<file path="src/rtl/sdc_pkg.sv">
// Shared encodings for the SDRAM command sequencing controller.
// Assumes the memory decodes {cs_n, ras_n, cas_n, we_n} on its rising clock edge.
package sdc_pkg;

    typedef enum logic [3:0] {
        CMD_LMR = 4'b0000,
        CMD_REF = 4'b0001,
        CMD_PRE = 4'b0010,
        CMD_ACT = 4'b0011,
        CMD_WR  = 4'b0100,
        CMD_RD  = 4'b0101,
        CMD_BST = 4'b0110,
        CMD_NOP = 4'b0111,
        CMD_INH = 4'b1000
    } sd_cmd_e;

    typedef enum logic [3:0] {
        S_SETTLE,
        S_INIT_PRE,
        S_INIT_REF,
        S_INIT_LMR,
        S_IDLE,
        S_MISS_PRE,
        S_ACT,
        S_RW,
        S_REF_PRE,
        S_REF_AR,
        S_WAIT
    } seq_state_e;

endpackage

</file>
<file path="src/rtl/sdc_refresh_timer.sv">
// Refresh interval timer: raises 'due' LIMIT cycles after it is enabled or
// acknowledged, and holds it until the next acknowledge.
// Assumes 'ack' is pulsed in the cycle the auto-refresh command is issued.
module sdc_refresh_timer #(
    parameter int LIMIT = 748
) (
    input  logic clk,
    input  logic rst_n,
    input  logic en,
    input  logic ack,
    output logic due
);
    localparam int CW = $clog2(LIMIT + 1);

    logic [CW-1:0] cnt;

    // Count enabled cycles since the last refresh and flag the deadline.
    always_ff @(posedge clk) begin
        if (!rst_n) begin
            cnt <= '0;
            due <= 1'b0;
        end else if (!en || ack) begin
            cnt <= '0;
            due <= 1'b0;
        end else if (!due) begin
            if (cnt == CW'(LIMIT - 1)) begin
                due <= 1'b1;
            end
            cnt <= cnt + 1'b1;
        end
    end

endmodule

</file>
<file path="src/rtl/sdc_open_rows.sv">
// Per-bank open-row registers with a row-hit lookup.
// Assumes a close and a set are never requested for the same bank together.
module sdc_open_rows #(
    parameter int BANKS = 4,
    parameter int ROW_W = 13
) (
    input  logic                       clk,
    input  logic                       rst_n,
    input  logic [$clog2(BANKS)-1:0]   q_bank,
    input  logic [ROW_W-1:0]           q_row,
    output logic                       q_open,
    output logic                       q_hit,
    output logic                       any_open,
    input  logic                       set_en,
    input  logic                       close_en,
    input  logic                       close_all,
    input  logic [$clog2(BANKS)-1:0]   upd_bank,
    input  logic [ROW_W-1:0]           upd_row
);
    localparam int BW = $clog2(BANKS);

    logic [BANKS-1:0] open_v;
    logic [ROW_W-1:0] open_row [BANKS];

    for (genvar g = 0; g < BANKS; g++) begin : g_bank
        // Track whether bank g has a row open and which one.
        always_ff @(posedge clk) begin
            if (!rst_n) begin
                open_v[g] <= 1'b0;
            end else if (close_all || (close_en && upd_bank == BW'(g))) begin
                open_v[g] <= 1'b0;
            end else if (set_en && upd_bank == BW'(g)) begin
                open_v[g]   <= 1'b1;
                open_row[g] <= upd_row;
            end
        end
    end

    // Lookup of the queried bank.
    always_comb begin
        q_open   = open_v[q_bank];
        q_hit    = open_v[q_bank] && (open_row[q_bank] == q_row);
        any_open = |open_v;
    end

endmodule

</file>
<file path="src/rtl/sdc_read_pipe.sv">
// Read return pipe: captures memory data CAS_LAT edges after the edge that
// samples a read command and marks it with a one-cycle valid.
// Assumes CAS_LAT is 2 or 3 and 'issue' is high while a read is on the pins.
module sdc_read_pipe #(
    parameter int CAS_LAT = 2,
    parameter int DW      = 16
) (
    input  logic          clk,
    input  logic          rst_n,
    input  logic          issue,
    input  logic [DW-1:0] dq_in,
    output logic          rd_valid,
    output logic [DW-1:0] rd_data
);
    logic [CAS_LAT-1:0] stage;

    // Delay the read marker and capture data when it reaches the last stage.
    always_ff @(posedge clk) begin
        if (!rst_n) begin
            stage    <= '0;
            rd_valid <= 1'b0;
            rd_data  <= '0;
        end else begin
            stage    <= {stage[CAS_LAT-2:0], issue};
            rd_valid <= stage[CAS_LAT-1];
            if (stage[CAS_LAT-1]) begin
                rd_data <= dq_in;
            end
        end
    end

endmodule

</file>
<file path="src/rtl/sdram_seq_ctrl.sv">
// SDRAM command sequencing controller: power-up initialization, mode load,
// open-row-per-bank access, write recovery and periodic auto-refresh.
// Assumes COL_W <= 10 (A10 is the precharge-all / auto-precharge flag),
// burst length 1, and that the memory shares 'clk'. All pins are registered.
module sdram_seq_ctrl #(
    parameter int CLK_MHZ   = 100,
    parameter int INIT_US   = 100,
    parameter int REFI_NS   = 7800,
    parameter int CAS_LAT   = 2,
    parameter int T_RCD     = 2,
    parameter int T_RP      = 2,
    parameter int T_RFC     = 7,
    parameter int T_WR      = 2,
    parameter int T_MRD     = 2,
    parameter int INIT_REFS = 2,
    parameter int DW        = 16,
    parameter int BA_W      = 2,
    parameter int ROW_W     = 13,
    parameter int COL_W     = 9
) (
    input  logic                         clk,
    input  logic                         rst_n,
    input  logic                         req_valid,
    output logic                         req_ready,
    input  logic                         req_we,
    input  logic [BA_W+ROW_W+COL_W-1:0]  req_addr,
    input  logic [DW-1:0]                req_wdata,
    output logic                         rd_valid,
    output logic [DW-1:0]                rd_data,
    output logic                         sd_cs_n,
    output logic                         sd_ras_n,
    output logic                         sd_cas_n,
    output logic                         sd_we_n,
    output logic [BA_W-1:0]              sd_ba,
    output logic [ROW_W-1:0]             sd_a,
    output logic [DW/8-1:0]              sd_dqm,
    output logic [DW-1:0]                sd_dq_out,
    output logic                         sd_dq_oe,
    input  logic [DW-1:0]                sd_dq_in
);
    import sdc_pkg::*;

    localparam int ADDR_W    = BA_W + ROW_W + COL_W;
    localparam int BANKS     = 1 << BA_W;
    localparam int INIT_CYC  = INIT_US * CLK_MHZ;
    localparam int REFI_CYC  = (REFI_NS * CLK_MHZ) / 1000;
    localparam int REF_SLACK = 32;
    localparam int REF_LIMIT = REFI_CYC - REF_SLACK;
    localparam int SCW       = $clog2(INIT_CYC + 1);
    localparam int WCW       = $clog2(T_RFC + T_RP + T_RCD + T_MRD + CAS_LAT + 4);
    localparam int WRW       = $clog2(T_WR + 1);
    localparam int NRW       = $clog2(INIT_REFS + 1);
    // Wait-state counts: a command issued at edge k is followed by the next
    // one no earlier than edge k + max(n, 2).
    localparam int W_RP      = (T_RP > 2) ? T_RP - 2 : 0;
    localparam int W_RCD     = (T_RCD > 2) ? T_RCD - 2 : 0;
    localparam int W_RFC     = (T_RFC > 2) ? T_RFC - 2 : 0;
    localparam int W_MRD     = (T_MRD > 2) ? T_MRD - 2 : 0;
    localparam int W_RD      = CAS_LAT - 1;
    localparam logic [ROW_W-1:0] A_ALL     = ROW_W'(1 << 10);
    localparam logic [ROW_W-1:0] MODE_WORD = ROW_W'(CAS_LAT << 4);

    seq_state_e           state, ret;
    sd_cmd_e              cmd_q;
    logic [SCW-1:0]       settle;
    logic [WCW-1:0]       wcnt;
    logic [WRW-1:0]       wr_rec;
    logic [NRW-1:0]       nref;
    logic                 init_done;
    logic                 lat_we;
    logic [BA_W-1:0]      lat_bank;
    logic [ROW_W-1:0]     lat_row;
    logic [COL_W-1:0]     lat_col;
    logic [DW-1:0]        lat_wdata;

    logic [BA_W-1:0]      rq_bank;
    logic [ROW_W-1:0]     rq_row;
    logic                 q_open, q_hit, any_open;
    logic                 set_en, close_en, close_all;
    logic                 ref_due, ref_ack;

    // Split the host address into bank, row and column fields.
    always_comb begin
        rq_bank = req_addr[ADDR_W-1 -: BA_W];
        rq_row  = req_addr[COL_W +: ROW_W];
    end

    // Open-row register updates and refresh handshake derived from the state.
    always_comb begin
        set_en    = (state == S_ACT);
        close_en  = (state == S_MISS_PRE) && (wr_rec == '0);
        close_all = ((state == S_REF_PRE) && any_open && (wr_rec == '0))
                    || (state == S_REF_AR);
        ref_ack   = (state == S_REF_AR);
        req_ready = (state == S_IDLE) && !ref_due;
    end

    sdc_open_rows #(
        .BANKS (BANKS),
        .ROW_W (ROW_W)
    ) u_rows (
        .clk       (clk),
        .rst_n     (rst_n),
        .q_bank    (rq_bank),
        .q_row     (rq_row),
        .q_open    (q_open),
        .q_hit     (q_hit),
        .any_open  (any_open),
        .set_en    (set_en),
        .close_en  (close_en),
        .close_all (close_all),
        .upd_bank  (lat_bank),
        .upd_row   (lat_row)
    );

    sdc_refresh_timer #(
        .LIMIT (REF_LIMIT)
    ) u_refi (
        .clk   (clk),
        .rst_n (rst_n),
        .en    (init_done),
        .ack   (ref_ack),
        .due   (ref_due)
    );

    sdc_read_pipe #(
        .CAS_LAT (CAS_LAT),
        .DW      (DW)
    ) u_rdp (
        .clk      (clk),
        .rst_n    (rst_n),
        .issue    (cmd_q == CMD_RD),
        .dq_in    (sd_dq_in),
        .rd_valid (rd_valid),
        .rd_data  (rd_data)
    );

    // Drive the command pins from the registered command.
    always_comb begin
        {sd_cs_n, sd_ras_n, sd_cas_n, sd_we_n} = cmd_q;
    end

    // Main sequencer: walks init, access and refresh states and registers pins.
    always_ff @(posedge clk) begin
        if (!rst_n) begin
            state     <= S_SETTLE;
            ret       <= S_IDLE;
            cmd_q     <= CMD_NOP;
            sd_ba     <= '0;
            sd_a      <= '0;
            sd_dqm    <= '1;
            sd_dq_out <= '0;
            sd_dq_oe  <= 1'b0;
            settle    <= '0;
            wcnt      <= '0;
            wr_rec    <= '0;
            nref      <= '0;
            init_done <= 1'b0;
            lat_we    <= 1'b0;
            lat_bank  <= '0;
            lat_row   <= '0;
            lat_col   <= '0;
            lat_wdata <= '0;
        end else begin
            cmd_q    <= CMD_NOP;
            sd_dq_oe <= 1'b0;
            if (wr_rec != '0) begin
                wr_rec <= wr_rec - 1'b1;
            end
            case (state)
                S_SETTLE: begin
                    if (settle == SCW'(INIT_CYC - 1)) begin
                        state <= S_INIT_PRE;
                    end else begin
                        settle <= settle + 1'b1;
                    end
                end
                S_INIT_PRE: begin
                    cmd_q <= CMD_PRE;
                    sd_a  <= A_ALL;
                    wcnt  <= WCW'(W_RP);
                    ret   <= S_INIT_REF;
                    state <= S_WAIT;
                end
                S_INIT_REF: begin
                    cmd_q <= CMD_REF;
                    nref  <= nref + 1'b1;
                    wcnt  <= WCW'(W_RFC);
                    ret   <= (nref == NRW'(INIT_REFS - 1)) ? S_INIT_LMR : S_INIT_REF;
                    state <= S_WAIT;
                end
                S_INIT_LMR: begin
                    cmd_q     <= CMD_LMR;
                    sd_ba     <= '0;
                    sd_a      <= MODE_WORD;
                    sd_dqm    <= '0;
                    init_done <= 1'b1;
                    wcnt      <= WCW'(W_MRD);
                    ret       <= S_IDLE;
                    state     <= S_WAIT;
                end
                S_WAIT: begin
                    if (wcnt == '0) begin
                        state <= ret;
                    end else begin
                        wcnt <= wcnt - 1'b1;
                    end
                end
                S_IDLE: begin
                    if (ref_due) begin
                        state <= S_REF_PRE;
                    end else if (req_valid) begin
                        lat_we    <= req_we;
                        lat_bank  <= rq_bank;
                        lat_row   <= rq_row;
                        lat_col   <= req_addr[COL_W-1:0];
                        lat_wdata <= req_wdata;
                        if (q_hit) begin
                            state <= S_RW;
                        end else if (q_open) begin
                            state <= S_MISS_PRE;
                        end else begin
                            state <= S_ACT;
                        end
                    end
                end
                S_MISS_PRE: begin
                    if (wr_rec == '0) begin
                        cmd_q <= CMD_PRE;
                        sd_ba <= lat_bank;
                        sd_a  <= '0;
                        wcnt  <= WCW'(W_RP);
                        ret   <= S_ACT;
                        state <= S_WAIT;
                    end
                end
                S_ACT: begin
                    cmd_q <= CMD_ACT;
                    sd_ba <= lat_bank;
                    sd_a  <= lat_row;
                    wcnt  <= WCW'(W_RCD);
                    ret   <= S_RW;
                    state <= S_WAIT;
                end
                S_RW: begin
                    sd_ba <= lat_bank;
                    sd_a  <= ROW_W'(lat_col);
                    if (lat_we) begin
                        cmd_q     <= CMD_WR;
                        sd_dq_oe  <= 1'b1;
                        sd_dq_out <= lat_wdata;
                        wr_rec    <= WRW'(T_WR);
                        state     <= S_IDLE;
                    end else begin
                        cmd_q <= CMD_RD;
                        wcnt  <= WCW'(W_RD);
                        ret   <= S_IDLE;
                        state <= S_WAIT;
                    end
                end
                S_REF_PRE: begin
                    if (!any_open) begin
                        state <= S_REF_AR;
                    end else if (wr_rec == '0) begin
                        cmd_q <= CMD_PRE;
                        sd_a  <= A_ALL;
                        wcnt  <= WCW'(W_RP);
                        ret   <= S_REF_AR;
                        state <= S_WAIT;
                    end
                end
                S_REF_AR: begin
                    cmd_q <= CMD_REF;
                    wcnt  <= WCW'(W_RFC);
                    ret   <= S_IDLE;
                    state <= S_WAIT;
                end
                default: state <= S_IDLE;
            endcase
        end
    end

endmodule

</file>
<file path="config.mk">
export PLATFORM = sky130hd
export DESIGN_NAME = sdram_seq_ctrl
export DESIGN_NICKNAME = d
export VERILOG_FILES = /design/src/rtl/sdc_pkg.sv /design/src/rtl/sdc_refresh_timer.sv /design/src/rtl/sdc_open_rows.sv /design/src/rtl/sdc_read_pipe.sv /design/src/rtl/sdram_seq_ctrl.sv
export SDC_FILE = /design/constraint.sdc
export NUM_CORES = 1
export LEC_CHECK = 0
export ABC_AREA = 0
export BUFFER_PORTS_ARGS = -buffer_cell sky130_fd_sc_hd__buf_2
export CORE_MARGIN = 5
export CORE_UTILIZATION = 35
export DETAILED_ROUTE_END_ITERATION = 16
export PLACE_DENSITY_LB_ADDON = 0.15
export SLEW_MARGIN = 20
export SYNTH_ARGS = -nofsm -noshare
export SYNTH_HDL_FRONTEND = slang
export SYNTH_SLANG_ARGS = --single-unit
</file>
<file path="constraint.sdc">
create_clock -name clk -period 4.2 [get_ports clk]
set_clock_uncertainty 0.1 [all_clocks]
set_input_delay 0.84 -clock clk [delete_from_list [all_inputs] [get_ports clk]]
set_output_delay 0.84 -clock clk [all_outputs]
set_load 0.05 [all_outputs]
</file>
# [After elaboration in Yosys (flattened, before gate mapping)]
# Memories as Yosys holds them, arrays and structs flattened.
# Cells that the tools add are included.
# W data, S select, Z words.
[totals] mem_count=1 ram_bits=52 output_inout_bits=56 reg_bits=145
[mem_list] memory="u_rows.open_row" words=4 word_bits=13 read_ports=1 rd_ports_with_merged_regs=0 write_ports=1 line="sdc_open_rows.sv:23" source="logic [ROW_W-1:0] open_row [BANKS];"
[classes] reduce_logical=53 bitwise=3 add_sub_neg=5 eq_ne=26 mux=64 magnitude_cmp=1
[op_table] op="$pmux W4 S7" count=3
[op_table] op="$mux W13" count=6
[op_table] op="$pmux W13 S6" count=1
[op_table] op="$mux W4" count=12
[op_table] op="$reduce_or A13 Y1" count=3
[op_table] op="$pmux W5 S6" count=1
[op_table] op="$mux W1" count=25
[op_table] op="$eq A4 B3 Y1 const B" count=5
[op_table] op="$mux W5" count=4
[op_table] op="$mux W2" count=9
[op_table] op="$reduce_or A2 Y1" count=8
[op_table] op="$add A14 B1 Y14 const B" count=1
[op_table] op="$eq A14 B14 Y1 const B" count=1
[op_table] op="$eq A13 B13 Y1" count=1
[op_table] op="$logic_and A1 B1 Y1" count=13
[op_table] op="$eq A4 B4 Y1 const B" count=3
[op_table] op="$reduce_bool A6 Y1" count=2
[op_table] op="$add A10 B1 Y10 const B" count=1
[op_table] op="$eq A10 B10 Y1 const B" count=1
[op_table] op="$ne A2 B2 Y1 const B" count=5
[op_table] op="$eq A4 B2 Y1 const B" count=2
[op_table] op="$reduce_and A2 Y1" count=4
[op_table] op="$reduce_and A4 Y1" count=2
[op_table] op="$reduce_bool A7 Y1" count=1
[op_table] op="other kinds (25)" count=38

# [Logic depth before layout (Yosys ltp)]
[depth] ltp_word=12 depth_mapped=8 depth_no_buf=7

# [Hierarchy]
# A second synthesis with hierarchy kept.
[unflattened] hier_cells=804 area_unflattened_um2=8176.6
[by_module_without_submodules] module="sdram_seq_ctrl" cells_per_inst=576 area_each_um2=4684.5 n_inst=1
[by_module_without_submodules] module="sdc_open_rows" cells_per_inst=118 area_each_um2=2279.7 n_inst=1
[by_module_without_submodules] module="sdc_read_pipe" cells_per_inst=57 area_each_um2=695.7 n_inst=1
[by_module_without_submodules] module="sdc_refresh_timer" cells_per_inst=53 area_each_um2=516.7 n_inst=1

# [Worst setup path after synthesis]
# OpenSTA, ideal clock, no wires.
[synth_path] path_kind="reg2reg" from="register state[1]" to="memory u_rows.open_row[0][0] (enable)" t_required_ns=3.700 path_stages_with_launch=6 arrival_ns=2.130 synth_period_minus_slack_ns=2.630 setup_slack_ns=1.570 path_cell_list="dfxtp_1 > buf_2 > nand2_1 > nor3_2 > nand3_1 > nor3_1"
[synth_between] elab_chain_len=12
[synth_rtl] element="start, declared" line="sdram_seq_ctrl.sv:63" source="seq_state_e state, ret;"
[synth_rtl] element="start signal, assigned" line="sdram_seq_ctrl.sv:204" source="state <= ret;"
[synth_rtl] element="$eq A4 B4 Y1" line="sdram_seq_ctrl.sv:92" source="close_all = ((state == S_REF_PRE) && any_open && (wr_rec == '0))"
[synth_rtl] element="$logic_and A1 B1 Y1 (2 in series)" line="sdram_seq_ctrl.sv:92"
[synth_rtl] element="$logic_or A1 B1 Y1" line="sdram_seq_ctrl.sv:93" source="|| (state == S_REF_AR);"
[synth_rtl] element="$logic_or A1 B1 Y1" line="sdc_open_rows.sv:30" source="end else if (close_all || (close_en && upd_bank == BW'(g))) begin"
[synth_rtl] element="$mux W1" line="sdc_open_rows.sv:30"
[synth_rtl] element="$mux W1" line="sdc_open_rows.sv:28" source="if (!rst_n) begin"
[synth_rtl] element="$mux W1 (implied by the code)" line="sdc_open_rows.sv:34" source="open_row[g] <= upd_row;"
[synth_rtl] element="$reduce_or A13 Y1 (no line)"
[synth_rtl] element="$mux W2 (no line) / $mux W1 (equally long branches) (3 in series)"
[synth_rtl] element="end, declared" line="sdc_open_rows.sv:23"
# Parallel ways exist; a longest one is shown, timed or not.

# [Worst setup path in the final report]
[layout_path] from="register state[2]" to="output port req_ready"
[layout_between] elab_chain_len=2
[layout_rtl] element="$eq A4 B3 Y1" line="sdram_seq_ctrl.sv:95" source="req_ready = (state == S_IDLE) && !ref_due;"
[layout_rtl] element="$logic_and A1 B1 Y1" line="sdram_seq_ctrl.sv:95"
[layout_rtl] element="end, declared" line="sdram_seq_ctrl.sv:24" source="output logic req_ready,"
# Every way passes these cells.

==> results.toml <==
[detailed_routing]
first_iter_violations = 316
ant_nets = 0
via_per_inst = 5.036
route.detailed.drc = 0
drt-total-wl_um = 19200
drt_pass1_iterations = 6
dr_total_vias = 5927
avgRoutedWirePerCell_um = 16.31

[synth]
synth_cells = 784
synthDistinctLibCells = 71
syn-mean-instance-area_um2 = 10.17
yosysTopAreaCell = "dfxtp_1"
yosys.area_share.adder = 0.007847
ys_seq_elements = 195
synthXorXnorAreaFrac = 0.03515
synth_top_family_by_area = "simple AND/OR/NAND/NOR gates"
synth_area_leaders = "dfxtp_1 (36%), edfxtp_1 (20%), nand2_1 (6.6%)"
yosysSeqAreaShare = 0.5549
synth_common_cells = "dfxtp_1 (143), nand2_1 (141), a21oi_1 (82)"
ys_async_sr_fraction = 0
ys.flop_type = "dfxtp_1"
yosysMostFrequentCell = "dfxtp_1"
synthSimpleGateAreaFrac = 0.1863
synth_edf_count = 52
synth_compound_area_frac = 0.1113
ys_warn_count = 0
synth_nets = 849
syn_area_um2 = 7973
synth_top_area_share = 0.3591
synthMuxAreaShare = 0.06576

[worst_setup_path]
cp.depth = 3
reg2regPathDepth = 5
crit_family = "flip-flops"
cp_slowest_cell = "dfxtp_1"
max_stage_delay_ns = 0.90
worst_ep_arrival_time_ns = 2.29
worstSetupStartpointType = "flop"
worstSetupPathType = "flop to output pin"
path_max_fanout = 24
crit_start = "state[2]$_SDFFE_PN0P_"
cp_cell_sequence = "inv_1 -> nor4_4 -> buf_2"
timing.rr.start = "state[3]$_SDFFE_PN0P_"
end_kind = "output pin"
required_ns = 3.26
path_buf_inv = 2

[clocking]
cts_sinks = 195
numCtsBuffers = 17
clk_path_buf_depth = 2
cts-resized-gates = 0
clk_latency_ns = 0.43
postCtsSetupRepairBufs = 0
cts_tree = "built"
clockRootBuffer = "clkbuf_16"
hold_buffers = 0
htreeDepth = 4
cts.clk_slew.worst_paths_ns = 0.07

[timing]
fmax_ghz = 0.3098
worst_pin_slew_ns = 0.9281
finalSetupViolCount = 0
drv_slew = 0
max-slew-margin-rel = 0.3804
fin_crit_ns = 3.228
period_share = 0.7685
hold_violations = 0
setup_tns_ns = 0
rsz0062_at_grt = "false"
worst_slack_ns = 0.9722
hold_slack_ns = 0.3217

[grt]
grt_max_degree = 88
grt_use_total = 0.1469
grt_pass1_wl_um = 30670
overflow = 0
grt_antenna_before_repair = 0
first_global_vias = 5705

[final_layout]
syn_to_final_growth_pct = 17.88
layout.nets = 944
multi_input_area_um2 = 3248
antenna_cells = 0
finalNonFillerCells = 1177
register_area_um2 = 4424
final_layout_size_suffix_gt1_frac = 0.1973
nFillCells = 2211

[placement]
placed_cells = 1145
port_buffers = 114
gp_congestion = 0.7841
post-place-ws_ns = 1.127
dp_hpwl_um = 12920

[power]
p_int_mw = 2.894
comb_power_share = 0.026
clkPwrFrac = 0.463
power.switching_mw = 0.8684
p_seq_frac = 0.510
p_leak_nw = 3.377
p_total_mw = 3.762
p_per_area_nw_per_um2 = 400.3
p_sw_frac = 0.2308
peakVddDrop_uv = 226.2

[die]
rows = 55
dieArea_um2 = 25900
io-pin-count = 116
coreArea_um2 = 22500
start_util = 0.3543
die_w_um = 160.9
dieHeight_um = 160.9

[job]
maxCapViolCount = 0

[status]
outcome = "finished, final reports clean"

[min_path]
whs_path_depth = 1
hold_start = "cmd_q[1]$_SDFF_PN1_"
min_path_type = "flop to flop"
logic make-up after synthesis:
| group | after synthesis |
|---|---|
| multiplexers | 34 |
| XOR/XNOR | 32 |
| AO/OA/AOI/OAI | 144 |
| buffers and inverters | 60 |
| flip-flops | 195 |
| other | 1 |
| adder cells (fa/ha/maj) | 5 |
| AND/OR/NAND/NOR | 313 |
flip-flops by register name (all words and copies together), names as in the netlist, 3 cells and up:
name	count
u_refi.cnt	10
sd_a	13
u_rows.open_row	52
wcnt	5
u_rows.open_v	4
state	4
cmd_q	3
ret	4
lat_col	9
lat_row	13
settle	14
sd_dq_out	16
u_rdp.rd_data	16
lat_wdata	16
placed cells by master (no fill, tap or decap), drive strengths merged, types with 15 or more instances in the layout:
cell type    n
clkbuf      17
a21oi       82
xnor2       18
dfxtp      143
nor2        72
buf        127
edfxtp      52
mux2i       22
o21ai       18
nand2      141
inv         15
final cells by class:
class | instances | share of cell area
Sequential cell | 195 | 0.4708
Multi-Input combinational cell | 529 | 0.3456
Timing Repair Buffer | 127 | 0.07243
Clock buffer | 17 | 0.04527
Tap cell | 285 | 0.03794
Clock inverter | 15 | 0.02423
Inverter | 9 | 0.003728
power by group through the flow:
stage | logic [mW] | clock network, mW | registers (mW)
finish | 0.0990 | 1.74 | 1.92
global route | 0.110 | 1.87 | 1.92
CTS | 0.102 | 1.80 | 1.92
global placement | 0.101 | 0 | 1.96
floorplan | 0.0594 | 0 | 1.96
detailed placement | 0.102 | 0 | 1.96
worst reg2reg max path, delay by kind of cell (launching register included):
family / cells / cell delay (ns)
simple gates: 3 / 1.06
compound gates: 2 / 0.65
flops: 1 / 0.89
routing by layer:
layer | part of all wire | vias up | track usage
met5 | 0 | - | 0
li1 | - | 2958 | -
met2 | 0.47 | 126 | 0.2410
met4 | 0.0056 | 0 | 0.03257
met3 | 0.040 | 6 | 0.03208
met1 | 0.48 | 2837 | 0.2002
stage by stage:
stage          area, um^2  utilization
5_1_grt              9398       0.4176
3_5_place_dp         8745       0.3886
6_report             9398       0.4176
2_1_floorplan        7973            -
4_1_cts              9398       0.4176
3_3_place_gp         8745       0.3886
path summary, 6_finish.rpt:
kind | slack (ns) | endpoint
max | 0.97 | req_ready
max reg2reg | 1.39 | sd_a[4]$_SDFFE_PN0P_
min | 0.32 | u_rdp.stage[0]$_SDFF_PN0_
min reg2reg | 0.32 | u_rdp.stage[0]$_SDFF_PN0_
Note: power is estimated with default switching activity, not from simulation.
